`src/rtl/lcBankPkg.sv`:
```
package lcBankPkg;

  // Decoded access classes passed from control to datapath.
  typedef struct packed {
    logic switchHit;  // access to the switch locations: load state
    logic upperHit;   // access falls in the upper region
    logic lowWin;     // upper access is in the banked 4K window
    logic upWrite;    // upper access is a write
    logic bankStat;   // read of the bank status location
    logic romStat;    // read of the ROM status location
  } lcStrobe_t;

  localparam int STATE_W = 4;

endpackage

```
`src/rtl/lcBankCtl.sv`:
```
module lcBankCtl
  import lcBankPkg::*;
#(
  parameter int ADDR_W = 16,
  parameter logic [ADDR_W-1:0] SWITCH_BASE = 16'hC080,
  parameter logic [ADDR_W-1:0] UPPER_BASE  = 16'hD000,
  parameter logic [ADDR_W-1:0] SHARED_BASE = 16'hE000,
  parameter logic [ADDR_W-1:0] BANK_STAT   = 16'hC011,
  parameter logic [ADDR_W-1:0] ROM_STAT    = 16'hC012
) (
  input  logic              accValid,
  input  logic              accWrite,
  input  logic [ADDR_W-1:0] accAddr,
  output lcStrobe_t         strobes
);

  localparam int SEL_LSB = 4;

  logic inSwitch;
  logic inUpper;
  logic isRead;

  always_comb begin
    inSwitch = accAddr[ADDR_W-1:SEL_LSB] == SWITCH_BASE[ADDR_W-1:SEL_LSB];
    inUpper  = accAddr >= UPPER_BASE;
    isRead   = accValid && !accWrite;

    strobes.switchHit = accValid && inSwitch;
    strobes.upperHit  = accValid && inUpper;
    strobes.lowWin    = accValid && inUpper && (accAddr < SHARED_BASE);
    strobes.upWrite   = accValid && inUpper && accWrite;
    strobes.bankStat  = isRead && (accAddr == BANK_STAT);
    strobes.romStat   = isRead && (accAddr == ROM_STAT);
  end

endmodule

```
`src/rtl/lcBankDp.sv`:
```
module lcBankDp
  import lcBankPkg::*;
#(
  parameter int ADDR_W = 16,
  parameter int DATA_W = 8,
  parameter logic [STATE_W-1:0] RESET_STATE = 4'b0010,
  parameter logic [STATE_W-1:0] KEEP_MASK   = 4'b1011,
  parameter logic [ADDR_W-1:0]  BANK1_CLEAR = 16'h1000
) (
  input  logic              clk,
  input  logic              rstN,
  input  lcStrobe_t         strobes,
  input  logic [ADDR_W-1:0] accAddr,
  input  logic              altZp,
  output logic              upHit,
  output logic              readRom,
  output logic              ramWrEn,
  output logic              auxSel,
  output logic [ADDR_W-1:0] ramOffset,
  output logic              statValid,
  output logic [DATA_W-1:0] statData
);

  localparam int FLAG_LOW_W = DATA_W - 1;

  logic [STATE_W-1:0] modeQ;
  logic               romRead;
  logic               wrAllowed;
  logic               bank1Sel;
  logic               stateLow;
  logic               flagBit;

  // Control state register, loaded from the switch address.
  always_ff @(posedge clk) begin
    if (!rstN)
      modeQ <= RESET_STATE;
    else if (strobes.switchHit)
      modeQ <= accAddr[STATE_W-1:0] & KEEP_MASK;
  end

  always_comb begin
    romRead   = modeQ[0] ^ modeQ[1];
    wrAllowed = modeQ[0];
    bank1Sel  = modeQ[3];
    stateLow  = modeQ < STATE_W'(4);
  end

  // Upper-region steering.
  always_comb begin
    upHit     = strobes.upperHit;
    readRom   = strobes.upperHit && romRead;
    ramWrEn   = strobes.upWrite && wrAllowed;
    auxSel    = strobes.upperHit && altZp;
    ramOffset = '0;
    if (strobes.upperHit) begin
      if (strobes.lowWin && bank1Sel)
        ramOffset = accAddr & ~BANK1_CLEAR;
      else
        ramOffset = accAddr;
    end
  end

  // Status byte: flag in the top bit, zeros below.
  always_comb begin
    statValid = strobes.bankStat || strobes.romStat;
    flagBit   = 1'b0;
    if (strobes.bankStat)
      flagBit = stateLow;
    else if (strobes.romStat)
      flagBit = !romRead;
  end

  generate
    if (FLAG_LOW_W > 0) begin : g_wideStat
      assign statData = {flagBit, {FLAG_LOW_W{1'b0}}};
    end else begin : g_bitStat
      assign statData = flagBit;
    end
  endgenerate

endmodule

```
`src/rtl/lcBankCtrl.sv`:
```
module lcBankCtrl
  import lcBankPkg::*;
#(
  parameter int ADDR_W = 16,
  parameter int DATA_W = 8
) (
  input  logic              clk,
  input  logic              rstN,
  input  logic              accValid,
  input  logic              accWrite,
  input  logic [ADDR_W-1:0] accAddr,
  input  logic              altZp,
  output logic              upHit,
  output logic              readRom,
  output logic              ramWrEn,
  output logic              auxSel,
  output logic [ADDR_W-1:0] ramOffset,
  output logic              statValid,
  output logic [DATA_W-1:0] statData
);

  lcStrobe_t strobes;

  lcBankCtl #(.ADDR_W(ADDR_W)) i_ctl (
    .accValid (accValid),
    .accWrite (accWrite),
    .accAddr  (accAddr),
    .strobes  (strobes)
  );

  lcBankDp #(.ADDR_W(ADDR_W), .DATA_W(DATA_W)) i_dp (
    .clk       (clk),
    .rstN      (rstN),
    .strobes   (strobes),
    .accAddr   (accAddr),
    .altZp     (altZp),
    .upHit     (upHit),
    .readRom   (readRom),
    .ramWrEn   (ramWrEn),
    .auxSel    (auxSel),
    .ramOffset (ramOffset),
    .statValid (statValid),
    .statData  (statData)
  );

endmodule

```
`config.mk`:
```
export PLATFORM = sky130hd
export DESIGN_NAME = lcBankCtrl
export DESIGN_NICKNAME = d
export VERILOG_FILES = /design/src/rtl/lcBankPkg.sv /design/src/rtl/lcBankCtl.sv /design/src/rtl/lcBankDp.sv /design/src/rtl/lcBankCtrl.sv
export SDC_FILE = /design/constraint.sdc
export NUM_CORES = 1
export LEC_CHECK = 0
export ABC_AREA = 1
export BUFFER_PORTS_ARGS = -buffer_cell sky130_fd_sc_hd__buf_2
export CAP_MARGIN = 40
export CORE_AREA = 2 2 44 46
export CTS_CLUSTER_DIAMETER = 80
export DETAILED_ROUTE_END_ITERATION = 7
export DIE_AREA = 0 0 46 48
export PLACE_DENSITY = 0.68
export SETUP_SLACK_MARGIN = 0.3
export SLEW_MARGIN = 20
export SYNTH_ARGS = -nofsm -noshare
export SYNTH_HDL_FRONTEND = slang
export SYNTH_SLANG_ARGS = --single-unit
export TNS_END_PERCENT = 1
```
`constraint.sdc`:
```
create_clock -name clk -period 0.9 [get_ports clk]
set_input_delay 0.09 -clock clk [delete_from_list [all_inputs] [get_ports clk]]
set_output_delay 0.09 -clock clk [all_outputs]
set_load 0.03 [all_outputs]
```
### Word level (Yosys, flattened, before mapping)

Cells that the tools add are included.

* eq/ne operators: 3
* shift-type cells: 0
* magnitude comparators: 3
* reduce and logical (&&, ||, !) cells: 14
* divide/modulo/power cells: 0
* multipliers: 0
* $add $sub $neg: 0
* muxes and demuxes: 4
* bitwise logic cells: 1

Operator list (number)
* 16-bit == test (second input constant): 2
* 16-bit greater-or-equal comparator (second input constant): 1
* 16-bit < comparator (second input constant): 1
* 16-bit two-way mux: 1
* 13-bit two-way mux: 1
* 12-bit == test (second input constant): 1
* 1-bit logical AND: 11
* 4-bit by 3-bit < comparator with 1-bit output (second input constant): 1
* 1-bit logical NOT: 2
* 1-bit two-way mux: 2
* 1-bit logical OR: 1
* 1-bit XOR: 1

* bits of input ports: 21
* latch bits: 0
* memory bits (read-only): 0
* RAM bits: 0
* memories kept: 0
* bits in registers: 3

### Logic depth before layout (Yosys ltp)

Gate-level depths: netlist of run 1.

* depth in word-level cells: 6
* depth in mapped cells: 7
* depth with buffers taken out: 7

### By module

Synthesis of run 1 repeated with hierarchy kept, for this count alone.

* cells, all modules: 109
* area, all modules: 536.8 µm²

By module, submodules not included
* lcBankDp: cells each 72, area an instance 386.6 µm², instances 1, seq. area each 60.1 µm²
* lcBankCtl: cells each 37, area an instance 150.1 µm², instances 1, seq. area each 0.0 µm²

### Worst setup path after synthesis of run 1

Ideal clock, no wire load.

* kind: register to output
* start point: reg i_dp.modeQ[0]
* end point: out readRom
* arrival time: 0.966 ns
* required time: 0.810 ns
* cell stages (with the launch flop): 4
* path buffers: 0
* slack: -0.156 ns
* cells stage by stage: dfxtp_1 > xor2_1 > inv_1 > nor2_1

* cells in the longest elaborated chain, start to end: 2

Ends and longest elaborated chain
* from (decl): line lcBankDp.sv:26 `logic [STATE_W-1:0] modeQ;`
* from (signal assigned): line lcBankDp.sv:38 `modeQ <= accAddr[STATE_W-1:0] & KEEP_MASK;`
* 1-bit XOR: line lcBankDp.sv:42 `romRead = modeQ[0] ^ modeQ[1];`
* 1-bit logical AND: line lcBankDp.sv:51 `readRom = strobes.upperHit && romRead;`
* to (decl): line lcBankCtrl.sv:14 `output logic readRom,`

No other way between the ends.

### Worst setup path in the final report of run 1

* start point: reg i_dp.modeQ[1]
* end point: out statData[7]

* cells in the longest elaborated chain, start to end: 4

Ends and longest elaborated chain
* parallel branches: the longest is 3 deep, another holds 4-bit by 3-bit < comparator with 1-bit output
* 1-bit two-way mux (*): line lcBankDp.sv:67 `if (strobes.bankStat)`
* to (decl): line lcBankCtrl.sv:19 `output logic [DATA_W-1:0] statData`

Every way passes the cells marked *.

==> metrics.txt, run 1 <==
# TYPE chip_impl_metric gauge
chip_impl_metric{name="net_count_reported_at_finish",unit=""} 175
chip_impl_metric{name="drt-initial-drc-count",unit=""} 5
chip_impl_metric{name="antenna_left",unit=""} 0
chip_impl_metric{name="dp_hpwl",unit="um"} 1300
chip_impl_info{name="cts_root_buffer",value="sky130_fd_sc_hd__clkbuf_4"} 1
chip_impl_metric{name="synth_compound_gate_area_share",unit=""} 0.0418
chip_impl_metric{name="setup-violations-final",unit=""} 20
chip_impl_info{name="outcome",value="complete, but fails checks"} 1
chip_impl_metric{name="ff_latch_area",unit="um^2"} 63.8
chip_impl_metric{name="maxSlewViolCount",unit=""} 0
chip_impl_info{name="synth_top_area_cell",value="sky130_fd_sc_hd__nor2_1"} 1
chip_impl_metric{name="detail_route.drc_violations",unit=""} 0
chip_impl_metric{name="floorplan.rows",unit=""} 15
chip_impl_metric{name="cp.required",unit="ns"} 0.81
chip_impl_metric{name="clk_pin_slew",unit="ns"} 0.04
chip_impl_metric{name="floorplan.initialDensity",unit=""} 0.301
chip_impl_info{name="synth_area_leaders",value="sky130_fd_sc_hd__nor2_1, sky130_fd_sc_hd__inv_1, sky130_fd_sc_hd__dfxtp_1"} 1
chip_impl_metric{name="h-tree-depth",unit=""} 1
chip_impl_metric{name="vdd_ir_drop_max",unit="mV"} 0.479
chip_impl_info{name="layout.cells.most_common",value="sky130_fd_sc_hd__buf_6"} 1
chip_impl_metric{name="area.growth.synth_to_final",unit="%"} 126
chip_impl_metric{name="maxClockFrequency",unit="GHz"} 0.869
chip_impl_metric{name="avgRoutedWirePerCell",unit="um"} 10.5
chip_impl_info{name="worstPathCellList",value="xor2_1 > nor2_1 > nand3_1 > nand2_1 > buf_6"} 1
chip_impl_metric{name="ys_ff_latch",unit=""} 3
chip_impl_metric{name="maxCapViolCount",unit=""} 0
chip_impl_metric{name="pin_count",unit=""} 50
chip_impl_metric{name="groute.usage.overall",unit=""} 0.177
chip_impl_metric{name="post_cts.repair.setup_buffers",unit=""} 0
chip_impl_metric{name="vias",unit=""} 726
chip_impl_metric{name="power.internal",unit="mW"} 0.451
chip_impl_metric{name="antenna_violations_before_repair",unit=""} 0
chip_impl_metric{name="route.final.wire_length",unit="um"} 1790
chip_impl_metric{name="netlist_instances",unit=""} 95
chip_impl_metric{name="p_per_area",unit="nW/um^2"} 646
chip_impl_metric{name="grt_first_pass_wirelength",unit="um"} 2790
chip_impl_metric{name="holdBufCountCts",unit=""} 0
chip_impl_metric{name="switching_share",unit=""} 0.392
chip_impl_metric{name="synth_largest_type_area_fraction",unit=""} 0.199
chip_impl_metric{name="yosysSeqAreaShare",unit=""} 0.118
chip_impl_info{name="cp-start-kind",value="flip-flop"} 1
chip_impl_metric{name="floorplan.die.width",unit="um"} 46
chip_impl_metric{name="layout_min_cycle_time",unit="ns"} 1.15
chip_impl_metric{name="largest_reg_flops",unit=""} 3
chip_impl_metric{name="cts_buffer_depth",unit=""} 2
chip_impl_metric{name="seq_power_share",unit=""} 0.180
chip_impl_metric{name="multi_input_logic_area",unit="um^2"} 460
chip_impl_info{name="cts_tree",value="built"} 1
chip_impl_metric{name="vias_per_cell",unit=""} 4.27
chip_impl_metric{name="grt_start_max_net_pins",unit=""} 9
chip_impl_metric{name="final_hold_violations",unit=""} 0
chip_impl_metric{name="setup_tns",unit="ns"} -0.996
chip_impl_info{name="worst-setup-path-type",value="flip-flop to primary output"} 1
chip_impl_metric{name="number_of_buffers_inserted_during_clock_tree_synthesis",unit=""} 3
chip_impl_metric{name="power.clock.fraction",unit=""} 0.314
chip_impl_metric{name="die_h",unit="um"} 48
chip_impl_metric{name="stdcell_count",unit=""} 170
chip_impl_metric{name="leakage",unit="nW"} 0.632
chip_impl_metric{name="worst_skew_pair.late_latency",unit="ns"} 0.23
chip_impl_info{name="cp-end-kind",value="primary output"} 1
chip_impl_metric{name="synth_area_per_cell",unit="um^2"} 5.36
chip_impl_metric{name="synthSimpleGateAreaFrac",unit=""} 0.514
chip_impl_metric{name="drive_gt1_frac",unit=""} 0.634
chip_impl_metric{name="detailed_place.area",unit="um^2"} 920
chip_impl_metric{name="floorplan.die_area",unit="um^2"} 2210
chip_impl_metric{name="finalWorstSetupSlack",unit="ns"} -0.251
chip_impl_info{name="grt_setup_unrepaired",value="yes"} 1
chip_impl_metric{name="worst_path_largest_cell_delay",unit="ns"} 0.31
chip_impl_metric{name="insertedDiodeCount",unit=""} 0
chip_impl_info{name="violations",value="negative setup slack"} 1
chip_impl_info{name="highest_count_cells_in_the_layout_ignoring_fill_and_taps",value="sky130_fd_sc_hd__buf_6, sky130_fd_sc_hd__buf_2, sky130_fd_sc_hd__nor2_4, sky130_fd_sc_hd__inv_1, sky130_fd_sc_hd__buf_4"} 1
chip_impl_metric{name="drt_pre_antenna_iters",unit=""} 2
chip_impl_metric{name="first_global_vias",unit=""} 695
chip_impl_metric{name="arithmetic_cell_share_of_the_synthesized_area_counting_full_adders_half_adders_and_majority_gates",unit=""} 0
chip_impl_metric{name="final_hold_slack",unit="ns"} 0.0738
chip_impl_metric{name="synthXorXnorAreaFrac",unit=""} 0.0172
chip_impl_metric{name="cp.arrival",unit="ns"} 1.06
chip_impl_metric{name="yosys_warnings",unit=""} 0
chip_impl_metric{name="layout.filler_cells",unit=""} 140
chip_impl_metric{name="final_cell_area",unit="um^2"} 1150
chip_impl_metric{name="port-buffer-count",unit=""} 42
chip_impl_metric{name="total_power",unit="mW"} 0.742
chip_impl_info{name="tightest_hold_check_type",value="input pin to flip-flop"} 1
chip_impl_metric{name="critical_path_peak_fanout",unit=""} 2
chip_impl_metric{name="syn-cell-area",unit="um^2"} 509
chip_impl_metric{name="synth_cell_types",unit=""} 17
chip_impl_metric{name="post-place-cells",unit=""} 166
chip_impl_metric{name="globalRouteOverflowTotal",unit=""} 0
chip_impl_metric{name="coreArea",unit="um^2"} 1690
chip_impl_metric{name="post-route-period-util",unit=""} 1.28
chip_impl_info{name="slowest_stage",value="sky130_fd_sc_hd__dfxtp_2"} 1
chip_impl_info{name="regMostFlops",value="i_dp.modeQ"} 1
chip_impl_info{name="combinational_family_with_the_most_area_after_synthesis",value="simple AND/OR/NAND/NOR gates"} 1
chip_impl_metric{name="skew",unit="ns"} 0
chip_impl_info{name="layout_top_registers",value="i_dp.modeQ: 3 flops"} 1
chip_impl_metric{name="muxShareOfSynthArea",unit=""} 0
chip_impl_metric{name="cts.sinks",unit=""} 3
chip_impl_metric{name="final_estimated_routing_congestion_in_global_placement",unit=""} 0.710
chip_impl_metric{name="power_spent_charging_and_discharging_nets",unit="mW"} 0.291
chip_impl_metric{name="combPwrFrac",unit=""} 0.506
-- critical path, delay by kind of cell, from the launching register on --
kind | cells | cell delay, ns
flip-flops | 1 | 0.31
buffers and inverters | 1 | 0.13
XOR/XNOR | 1 | 0.16
AND/OR/NAND/NOR | 3 | 0.23
-- path summary, 6_finish.rpt --
path / from / endpoint / slack, ns / cells past startpoint
setup / recovery: i_dp.modeQ[1] / statData[7] / -0.25 / 5
hold / removal: rstN / i_dp.modeQ[1] / 0.07 / 2
setup reg to reg: i_dp.modeQ[0] / i_dp.modeQ[0] / 0.19 / 3
hold reg to reg: i_dp.modeQ[1] / i_dp.modeQ[1] / 0.46 / 2
-- cells by family (layout without fill, tap and decap cells) --
logic type	Yosys count	after routing
compound gates	3	3
xor+xnor	1	1
buf+inv	31	83
flops	3	3
other cells	1	7
simple gates	56	56
-- routing by layer --
metal	part of all wire	track usage	vias up	wire length, um
met3	0.051	0.0226	0	91
met4	0	0.0686	0	0
met2	0.58	0.356	25	1040
met5	0	0	-	0
li1	-	-	378	-
met1	0.36	0.182	323	649
-- repair_timing --
action                                  CTS  global route
resized for setup                        52            15
endpoints found under the setup margin   25            25
endpoints found under the hold margin     0             0
pin swaps                                 4             2
-- through the flow --
stage | setup slack (ns) | util
6_report | -0.251 | 0.680
3_3_place_gp | -0.141 | 0.544
2_1_floorplan | 0.00612 | -
3_5_place_dp | -0.161 | 0.544
5_1_grt | -0.340 | 0.680
4_1_cts | -0.273 | 0.656
-- Yosys cell counts (all sizes together) --
library cell / instances
nand3: 9
nor2: 31
dfxtp: 3
inv: 22
conb: 1
xor2: 1
a21oi: 2
buf: 9
o2111a: 1
nand2: 14
nand3b: 1
nand4: 1
-- cell type report --
type                       instances  share of cell area
timing repair buffer              57               0.427
multi-input combinational         67               0.401
inverter                          22              0.0752
sequential                         3              0.0556
clock buffer                       4              0.0229
tap                               17              0.0185
-- power groups by stage --
stage | registers (mW) | clock network (mW) | logic (mW)
after global routing | 0.133 | 0.265 | 0.400
after floorplan | 0.136 | 0 | 0.207
after CTS | 0.134 | 0.248 | 0.356
after detailed placement | 0.136 | 0 | 0.312
final | 0.134 | 0.233 | 0.375
after global placement | 0.136 | 0 | 0.307
Note: power is estimated with default switching activity, not from simulation.
==> inputs of run 2 (changes only) <==
--- a/config.mk
+++ b/config.mk
@@ -12,10 +12,11 @@
 export CTS_CLUSTER_DIAMETER = 80
 export DETAILED_ROUTE_END_ITERATION = 7
 export DIE_AREA = 0 0 46 48
-export PLACE_DENSITY = 0.68
+export PLACE_DENSITY = 0.69
 export SETUP_SLACK_MARGIN = 0.3
 export SLEW_MARGIN = 20
 export SYNTH_ARGS = -nofsm -noshare
 export SYNTH_HDL_FRONTEND = slang
+export SYNTH_HIERARCHICAL = 1
 export SYNTH_SLANG_ARGS = --single-unit
 export TNS_END_PERCENT = 1
==> run 2 against run 1 <==
Effect of this change: the run still ends with negative setup slack left; die area stayed put; cell count is 7.6% higher; count of clock-buffer cells in the layout stayed put; register-to-register slack worse by 0.05 ns; sequential cell count stayed put; fmax is 2.9% higher; synthesized cell count is 15% higher; hold slack better by 0.0080 ns; sequential power hardly changed; clock power hardly changed.
==> metrics.txt, run 2 <==
# TYPE chip_impl_metric gauge
chip_impl_metric{name="globalRouteOverflowTotal",unit=""} 0
chip_impl_metric{name="h-tree-depth",unit=""} 1
chip_impl_info{name="outcome",value="complete, but fails checks"} 1
chip_impl_metric{name="placement.setup.worst_slack",unit="ns"} -0.285
chip_impl_metric{name="pin_count",unit=""} 50
chip_impl_metric{name="holdBufCountCts",unit=""} 0
chip_impl_metric{name="ff_latch_area",unit="um^2"} 65.1
chip_impl_metric{name="synth_area_per_cell",unit="um^2"} 4.92
chip_impl_metric{name="dp_hpwl",unit="um"} 1280
chip_impl_metric{name="critical_path_peak_fanout",unit=""} 3
chip_impl_metric{name="groute.usage.overall",unit=""} 0.176
chip_impl_metric{name="number_of_buffers_inserted_during_clock_tree_synthesis",unit=""} 3
chip_impl_info{name="synth_top_area_cell",value="sky130_fd_sc_hd__inv_1"} 1
chip_impl_info{name="layout_top_registers",value="i_dp/modeQ: 3 flops"} 1
chip_impl_metric{name="ys_ff_latch",unit=""} 3
chip_impl_metric{name="net_count_reported_at_finish",unit=""} 188
chip_impl_info{name="cp-start-kind",value="input pin"} 1
chip_impl_metric{name="grt_first_pass_wirelength",unit="um"} 2780
chip_impl_info{name="cts_tree",value="built"} 1
chip_impl_metric{name="skew",unit="ns"} 0
chip_impl_metric{name="largest_reg_flops",unit=""} 3
chip_impl_metric{name="detail_route.drc_violations",unit=""} 0
chip_impl_metric{name="synthXorXnorAreaFrac",unit=""} 0
chip_impl_info{name="combinational_family_with_the_most_area_after_synthesis",value="buffers and inverters"} 1
chip_impl_info{name="netlist_top_cells_count",value="sky130_fd_sc_hd__inv_1, sky130_fd_sc_hd__nand2_1, sky130_fd_sc_hd__nor2_1, sky130_fd_sc_hd__buf_4, sky130_fd_sc_hd__nand3_1"} 1
chip_impl_metric{name="port-buffer-count",unit=""} 42
chip_impl_metric{name="area.growth.synth_to_final",unit="%"} 112
chip_impl_metric{name="maxCapViolCount",unit=""} 0
chip_impl_metric{name="vias",unit=""} 790
chip_impl_info{name="tightest_hold_check_type",value="input pin to flip-flop"} 1
chip_impl_metric{name="post-route-period-util",unit=""} 1.24
chip_impl_metric{name="maxSlewViolCount",unit=""} 0
chip_impl_metric{name="arithmetic_cell_share_of_the_synthesized_area_counting_full_adders_half_adders_and_majority_gates",unit=""} 0
chip_impl_info{name="worstPathCellList",value="buf_8 > nor2_4 > nand4_1 > nor2_2 > inv_1 > nor2_1 > nand3_1 > nand2_1 > buf_6"} 1
chip_impl_metric{name="final_estimated_routing_congestion_in_global_placement",unit=""} 0.827
chip_impl_metric{name="clk_pin_slew",unit="ns"} 0.04
chip_impl_metric{name="detailed_place.area",unit="um^2"} 830
chip_impl_metric{name="layout.filler_cells",unit=""} 149
chip_impl_metric{name="floorplan.die_area",unit="um^2"} 2210
chip_impl_metric{name="finalWorstSetupSlack",unit="ns"} -0.218
chip_impl_metric{name="yosysSeqAreaShare",unit=""} 0.112
chip_impl_metric{name="drt_pre_antenna_iters",unit=""} 4
chip_impl_metric{name="cts.sinks",unit=""} 3
chip_impl_metric{name="drive_gt1_frac",unit=""} 0.596
chip_impl_info{name="violations",value="negative setup slack"} 1
chip_impl_metric{name="multi_input_logic_area",unit="um^2"} 343
chip_impl_metric{name="worst_skew_pair.late_latency",unit="ns"} 0.23
chip_impl_metric{name="floorplan.rows",unit=""} 15
chip_impl_metric{name="muxShareOfSynthArea",unit=""} 0
chip_impl_metric{name="route.final.wire_length",unit="um"} 1860
chip_impl_metric{name="avgRoutedWirePerCell",unit="um"} 10.2
chip_impl_info{name="post-synth-top-count-cell",value="sky130_fd_sc_hd__inv_1"} 1
chip_impl_metric{name="syn-cell-area",unit="um^2"} 537
chip_impl_metric{name="insertedDiodeCount",unit=""} 0
chip_impl_metric{name="floorplan.die.width",unit="um"} 46
chip_impl_metric{name="antenna_violations_before_repair",unit=""} 0
chip_impl_metric{name="antenna_left",unit=""} 0
chip_impl_metric{name="grt_start_max_net_pins",unit=""} 10
chip_impl_metric{name="yosys_warnings",unit=""} 6
chip_impl_metric{name="vias_per_cell",unit=""} 4.32
chip_impl_metric{name="maxClockFrequency",unit="GHz"} 0.894
chip_impl_metric{name="worst_path_largest_cell_delay",unit="ns"} 0.19
chip_impl_metric{name="final_hold_violations",unit=""} 0
chip_impl_metric{name="p_per_area",unit="nW/um^2"} 634
chip_impl_metric{name="first_global_vias",unit=""} 686
chip_impl_metric{name="path_buf_inv",unit=""} 3
chip_impl_metric{name="utilization",unit=""} 0.675
chip_impl_info{name="synth_area_leaders",value="sky130_fd_sc_hd__inv_1, sky130_fd_sc_hd__nand2_1, sky130_fd_sc_hd__buf_4"} 1
chip_impl_metric{name="number_of_synthesized_flops_with_an_enable_pin",unit=""} 0
chip_impl_metric{name="drt-initial-drc-count",unit=""} 10
chip_impl_info{name="worst_path_dominant_cell_family",value="simple AND/OR/NAND/NOR gates"} 1
chip_impl_metric{name="cp.required",unit="ns"} 0.81
chip_impl_metric{name="final_hold_slack",unit="ns"} 0.0818
chip_impl_info{name="synth_ff_type",value="sky130_fd_sc_hd__dfxtp_1"} 1
chip_impl_info{name="layout.cells.most_common",value="sky130_fd_sc_hd__buf_6"} 1
chip_impl_metric{name="floorplan.initialDensity",unit=""} 0.318
chip_impl_metric{name="final_cell_area",unit="um^2"} 1140
chip_impl_metric{name="ys_async_sr_fraction",unit=""} 0
chip_impl_info{name="regMostFlops",value="i_dp/modeQ"} 1
chip_impl_metric{name="setup_tns",unit="ns"} -2.01
chip_impl_info{name="highest_count_cells_in_the_layout_ignoring_fill_and_taps",value="sky130_fd_sc_hd__buf_6, sky130_fd_sc_hd__nand2_1, sky130_fd_sc_hd__inv_2"} 1
chip_impl_info{name="slowest_stage",value="sky130_fd_sc_hd__nand4_1"} 1
chip_impl_info{name="grt_setup_unrepaired",value="yes"} 1
chip_impl_metric{name="synth_largest_type_area_fraction",unit=""} 0.224
chip_impl_metric{name="synth_compound_gate_area_share",unit=""} 0.0559
chip_impl_metric{name="die_h",unit="um"} 48
chip_impl_info{name="worst-setup-path-type",value="input pin to primary output"} 1
chip_impl_info{name="cp-end-kind",value="primary output"} 1
chip_impl_metric{name="setup-violations-final",unit=""} 20
chip_impl_metric{name="leakage",unit="nW"} 0.698
chip_impl_info{name="cts_root_buffer",value="sky130_fd_sc_hd__clkbuf_4"} 1
chip_impl_metric{name="vdd_ir_drop_max",unit="mV"} 0.371
chip_impl_metric{name="layout_min_cycle_time",unit="ns"} 1.12
chip_impl_metric{name="synth_cell_types",unit=""} 17
chip_impl_metric{name="cp.arrival",unit="ns"} 1.03
chip_impl_metric{name="cts_buffer_depth",unit=""} 2
chip_impl_metric{name="synthSimpleGateAreaFrac",unit=""} 0.413
chip_impl_metric{name="coreArea",unit="um^2"} 1690
chip_impl_metric{name="netlist_instances",unit=""} 109
run 2: changes by cell type in the layout (fill, tap and decap cells not counted), sizes merged, moves of 2 or more:
cell	before	now
nand3	9	4
inv	21	34
nand2	14	30
o21ai	0	2
nor2	31	18
run 2: area by class of cell:
class / count / share of cell area
Tap cell: 17 / 0.0187
Timing Repair Buffer: 58 / 0.488
Clock buffer: 4 / 0.0231
Sequential cell: 3 / 0.0571
Multi-Input combinational cell: 67 / 0.301
Inverter: 34 / 0.112
run 2: per-layer routing:
layer,vias up,part of all wire,global-route usage
met3,4,0.033,0.0415
met4,0,0.012,0.0171
met5,-,0,0
met1,356,0.34,0.164
li1,407,-,-
met2,23,0.61,0.386
run 2: worst register-to-register path, stage by stage (launching register included):
cell                      delay [ns]
sky130_fd_sc_hd__dfxtp_4        0.35
sky130_fd_sc_hd__buf_6          0.11
sky130_fd_sc_hd__o21ai_0        0.14
sky130_fd_sc_hd__nor2_1         0.05
run 2: kinds of logic after synthesis:
family | after synthesis
buf+inv | 45
flops | 3
other cells | 1
compound gates | 5
simple gates | 55
run 2: worst paths after layout:
| path | from | endpoint | slack (ns) | depth (start not counted) |
|---|---|---|---|---|
| min reg2reg | i_dp/modeQ[1] | i_dp/modeQ[1] | 0.51 | 2 |
| min | rstN | i_dp/modeQ[1] | 0.08 | 2 |
| max | accAddr[8] | statData[7] | -0.22 | 9 |
| max reg2reg | i_dp/modeQ[0] | i_dp/modeQ[0] | 0.14 | 3 |
run 2: what timing repair did:
| action | in CTS | in global routing |
|---|---|---|
| setup buffers | 3 | 0 |
| endpoints found under the hold margin | 0 | 0 |
| setup endpoints to repair | 25 | 25 |
| gates resized for setup | 68 | 15 |
| pin swaps | 15 | 9 |
run 2: report_power, final:
part	switching, mW	total, mW	internal [mW]
clock network	0.0683	0.234	0.166
logic	0.189	0.357	0.169
registers	0.0000302	0.131	0.131
total	0.257	0.722	0.465
run 2: metrics by stage:
step / instances / total power, mW
floorplan: 115 / 0.307
global placement: 176 / 0.391
detailed placement: 176 / 0.395
CTS: 183 / 0.707
global route: 183 / 0.766
finish: 183 / 0.722
==> inputs of run 3 (changes only) <==
--- a/config.mk
+++ b/config.mk
@@ -13,6 +13,7 @@
 export DETAILED_ROUTE_END_ITERATION = 7
 export DIE_AREA = 0 0 46 48
 export PLACE_DENSITY = 0.69
+export REMOVE_ABC_BUFFERS = 1
 export SETUP_SLACK_MARGIN = 0.3
 export SLEW_MARGIN = 20
 export SYNTH_ARGS = -nofsm -noshare
==> run 3 against run 2 <==
Effect of this change: the run still ends with negative setup slack left; wire length is 8.6% lower; largest cell class unchanged; critical path depth is 1 higher; sequential cell count stayed put; highest routed layer is now met3; global-route usage is 1.6 points lower; total power is 1.2% higher; combinational power is 4% lower.
==> metrics.txt, run 3 (synthesized netlist as in run 2, its figures left out) <==
# TYPE chip_impl_metric gauge
chip_impl_metric{name="skew",unit="ns"} 0
chip_impl_metric{name="holdBufCountCts",unit=""} 0
chip_impl_metric{name="floorplan.die_area",unit="um^2"} 2210
chip_impl_metric{name="final_hold_violations",unit=""} 0
chip_impl_metric{name="combPwrFrac",unit=""} 0.470
chip_impl_metric{name="total_power",unit="mW"} 0.731
chip_impl_metric{name="antenna_violations_before_repair",unit=""} 0
chip_impl_info{name="worst-setup-path-type",value="input pin to primary output"} 1
chip_impl_metric{name="cp.arrival",unit="ns"} 1.02
chip_impl_metric{name="drt_pre_antenna_iters",unit=""} 4
chip_impl_metric{name="grt_start_max_net_pins",unit=""} 10
chip_impl_metric{name="ff2ff_setup_slack",unit="ns"} 0.24
chip_impl_metric{name="pin_count",unit=""} 50
chip_impl_metric{name="power.clock.fraction",unit=""} 0.347
chip_impl_info{name="worstPathCellList",value="buf_6 > nand2_2 > inv_2 > nand4_1 > nor2_1 > inv_1 > nor2_1 > nand3_1 > nand2_1 > buf_6"} 1
chip_impl_metric{name="maxClockFrequency",unit="GHz"} 0.903
chip_impl_metric{name="net_count_reported_at_finish",unit=""} 189
chip_impl_metric{name="first_global_vias",unit=""} 666
chip_impl_metric{name="power.internal",unit="mW"} 0.462
chip_impl_metric{name="layout.filler_cells",unit=""} 152
chip_impl_info{name="cts_root_buffer",value="sky130_fd_sc_hd__clkbuf_4"} 1
chip_impl_metric{name="maxSlewViolCount",unit=""} 0
chip_impl_metric{name="finalWorstSetupSlack",unit="ns"} -0.208
chip_impl_info{name="tightest_hold_check_type",value="input pin to flip-flop"} 1
chip_impl_info{name="worstReg2RegEnd",value="i_dp/modeQ[0]"} 1
chip_impl_info{name="layout.cells.most_common",value="sky130_fd_sc_hd__buf_4"} 1
chip_impl_metric{name="clk_pin_slew",unit="ns"} 0.04
chip_impl_metric{name="vias",unit=""} 753
chip_impl_metric{name="ff_latch_area",unit="um^2"} 61.3
chip_impl_metric{name="globalRouteOverflowTotal",unit=""} 0
chip_impl_metric{name="utilization",unit=""} 0.627
chip_impl_metric{name="floorplan.rows",unit=""} 15
chip_impl_metric{name="largest_reg_flops",unit=""} 3
chip_impl_info{name="outcome",value="complete, but fails checks"} 1
chip_impl_info{name="min_from",value="rstN"} 1
chip_impl_metric{name="groute.usage.overall",unit=""} 0.160
chip_impl_metric{name="insertedDiodeCount",unit=""} 0
chip_impl_metric{name="setup-violations-final",unit=""} 20
chip_impl_metric{name="worst_skew_pair.late_latency",unit="ns"} 0.24
chip_impl_info{name="cts_tree",value="built"} 1
chip_impl_metric{name="grt_first_pass_wirelength",unit="um"} 2530
chip_impl_metric{name="floorplan.initialDensity",unit=""} 0.318
chip_impl_info{name="worst_path_dominant_cell_family",value="simple AND/OR/NAND/NOR gates"} 1
chip_impl_metric{name="drt-initial-drc-count",unit=""} 1
chip_impl_metric{name="floorplan.die.width",unit="um"} 46
chip_impl_metric{name="hold-path-cell-count",unit=""} 2
chip_impl_metric{name="coreArea",unit="um^2"} 1690
chip_impl_metric{name="dp_hpwl",unit="um"} 1210
chip_impl_metric{name="h-tree-depth",unit=""} 1
chip_impl_metric{name="avgRoutedWirePerCell",unit="um"} 9.23
chip_impl_metric{name="multi_input_logic_area",unit="um^2"} 319
chip_impl_info{name="critical_path.reg2reg.startpoint",value="i_dp/modeQ[0]"} 1
chip_impl_info{name="cp-end-kind",value="primary output"} 1
chip_impl_info{name="cp-start-kind",value="input pin"} 1
chip_impl_metric{name="layout_min_cycle_time",unit="ns"} 1.11
chip_impl_metric{name="number_of_buffers_inserted_during_clock_tree_synthesis",unit=""} 3
chip_impl_metric{name="critical_path_peak_fanout",unit=""} 3
chip_impl_metric{name="seq_power_share",unit=""} 0.183
chip_impl_info{name="whs_endpoint",value="i_dp/modeQ[1]"} 1
chip_impl_info{name="regMostFlops",value="i_dp/modeQ"} 1
chip_impl_metric{name="cts.sinks",unit=""} 3
chip_impl_metric{name="detail_route.drc_violations",unit=""} 0
chip_impl_metric{name="port-buffer-count",unit=""} 42
chip_impl_metric{name="p_per_area",unit="nW/um^2"} 691
chip_impl_metric{name="r2r_cells",unit=""} 2
chip_impl_metric{name="route.final.wire_length",unit="um"} 1700
chip_impl_info{name="violations",value="negative setup slack"} 1
chip_impl_metric{name="power_spent_charging_and_discharging_nets",unit="mW"} 0.269
chip_impl_info{name="grt_setup_unrepaired",value="yes"} 1
chip_impl_metric{name="switching_share",unit=""} 0.367
chip_impl_metric{name="worst_path_largest_cell_delay",unit="ns"} 0.17
chip_impl_info{name="highest_count_cells_in_the_layout_ignoring_fill_and_taps",value="sky130_fd_sc_hd__buf_4, sky130_fd_sc_hd__inv_1, sky130_fd_sc_hd__nand2_1"} 1
chip_impl_metric{name="area.growth.synth_to_final",unit="%"} 97.2
chip_impl_metric{name="antenna_left",unit=""} 0
chip_impl_metric{name="vdd_ir_drop_max",unit="mV"} 0.374
chip_impl_metric{name="cts_buffer_depth",unit=""} 2
chip_impl_metric{name="path_buf_inv",unit=""} 4
chip_impl_metric{name="post-route-period-util",unit=""} 1.23
chip_impl_metric{name="cp.required",unit="ns"} 0.81
chip_impl_info{name="layout_top_registers",value="i_dp/modeQ: 3 flops"} 1
chip_impl_metric{name="final_estimated_routing_congestion_in_global_placement",unit=""} 0.723
chip_impl_metric{name="drive_gt1_frac",unit=""} 0.497
chip_impl_metric{name="die_h",unit="um"} 48
chip_impl_metric{name="maxCapViolCount",unit=""} 0
chip_impl_metric{name="vias_per_cell",unit=""} 4.09
chip_impl_metric{name="leakage",unit="nW"} 0.712
chip_impl_info{name="slowest_stage",value="sky130_fd_sc_hd__nor2_1"} 1
run 3: cell types whose count changed in the layout (fill, tap and decap cells not counted), moves of 2 or more:
cell	change
sky130_fd_sc_hd__inv_1	+11
sky130_fd_sc_hd__buf_6	-19
sky130_fd_sc_hd__nor2_1	+3
sky130_fd_sc_hd__nand2_1	+2
sky130_fd_sc_hd__nor2_2	-2
sky130_fd_sc_hd__inv_2	-13
sky130_fd_sc_hd__buf_4	+21
sky130_fd_sc_hd__nand2_2	-2
run 3: layout make-up:
| class | count | area share |
|---|---|---|
| Multi-Input combinational cell | 67 | 0.301 |
| Clock buffer | 4 | 0.0248 |
| Tap cell | 17 | 0.0201 |
| Inverter | 34 | 0.128 |
| Timing Repair Buffer | 59 | 0.468 |
| Sequential cell | 3 | 0.0579 |
run 3: power by group through the flow:
stage	Sequential, mW	Combinational (mW)	Clock [mW]
floorplan	0.136	0.130	0
detailed placement	0.136	0.262	0
finish	0.134	0.344	0.254
CTS	0.133	0.325	0.267
global placement	0.136	0.259	0
global route	0.133	0.370	0.276
run 3: timing repair:
action | CTS | global route
pin swaps | 15 | 5
hold endpoints to repair | 0 | 0
gates resized for setup | 50 | 10
setup buffers | 2 | 0
endpoints found under the setup margin | 25 | 25
run 3: worst max-delay path by stage:
stage	startpoint	endpoint	slack, ns	cells after the start
global placement	accAddr[13]	statData[7]	-0.25	9
finish	accAddr[15]	statData[7]	-0.21	10
CTS	accAddr[6]	statData[7]	-0.23	11
global route	accAddr[15]	statData[7]	-0.36	10
floorplan	accAddr[15]	ramOffset[12]	-0.35	6
detailed placement	accAddr[13]	statData[7]	-0.30	9
run 3: metal layers:
metal | wire length [um] | track usage | vias to the layer above
met1 | 613 | 0.139 | 315
met2 | 995 | 0.342 | 30
met4 | 0 | 0.0514 | 0
met5 | 0 | 0 | -
met3 | 90 | 0.0453 | 0
li1 | - | - | 408
run 3: worst register-to-register path, stage by stage, from the launching register on:
cell	delay, ns
sky130_fd_sc_hd__dfxtp_2	0.33
sky130_fd_sc_hd__o21ai_0	0.17
sky130_fd_sc_hd__nor2_1	0.05
run 3: stage by stage:
| stage | setup slack (ns) | hold slack (ns) | std cells | setup TNS (ns) | cell area (um^2) |
|---|---|---|---|---|---|
| final | -0.208 | 0.0731 | 184 | -1.52 | 1060 |
| after CTS | -0.229 | 0.0622 | 184 | -2.73 | 1010 |
| after detailed placement | -0.296 | 0.319 | 178 | -4.72 | 822 |
| after floorplan | -0.348 | 0.189 | 104 | -1.68 | 465 |
| after global placement | -0.252 | 0.313 | 178 | -4.47 | 822 |
| after global routing | -0.361 | 0.0864 | 184 | -2.95 | 1060 |
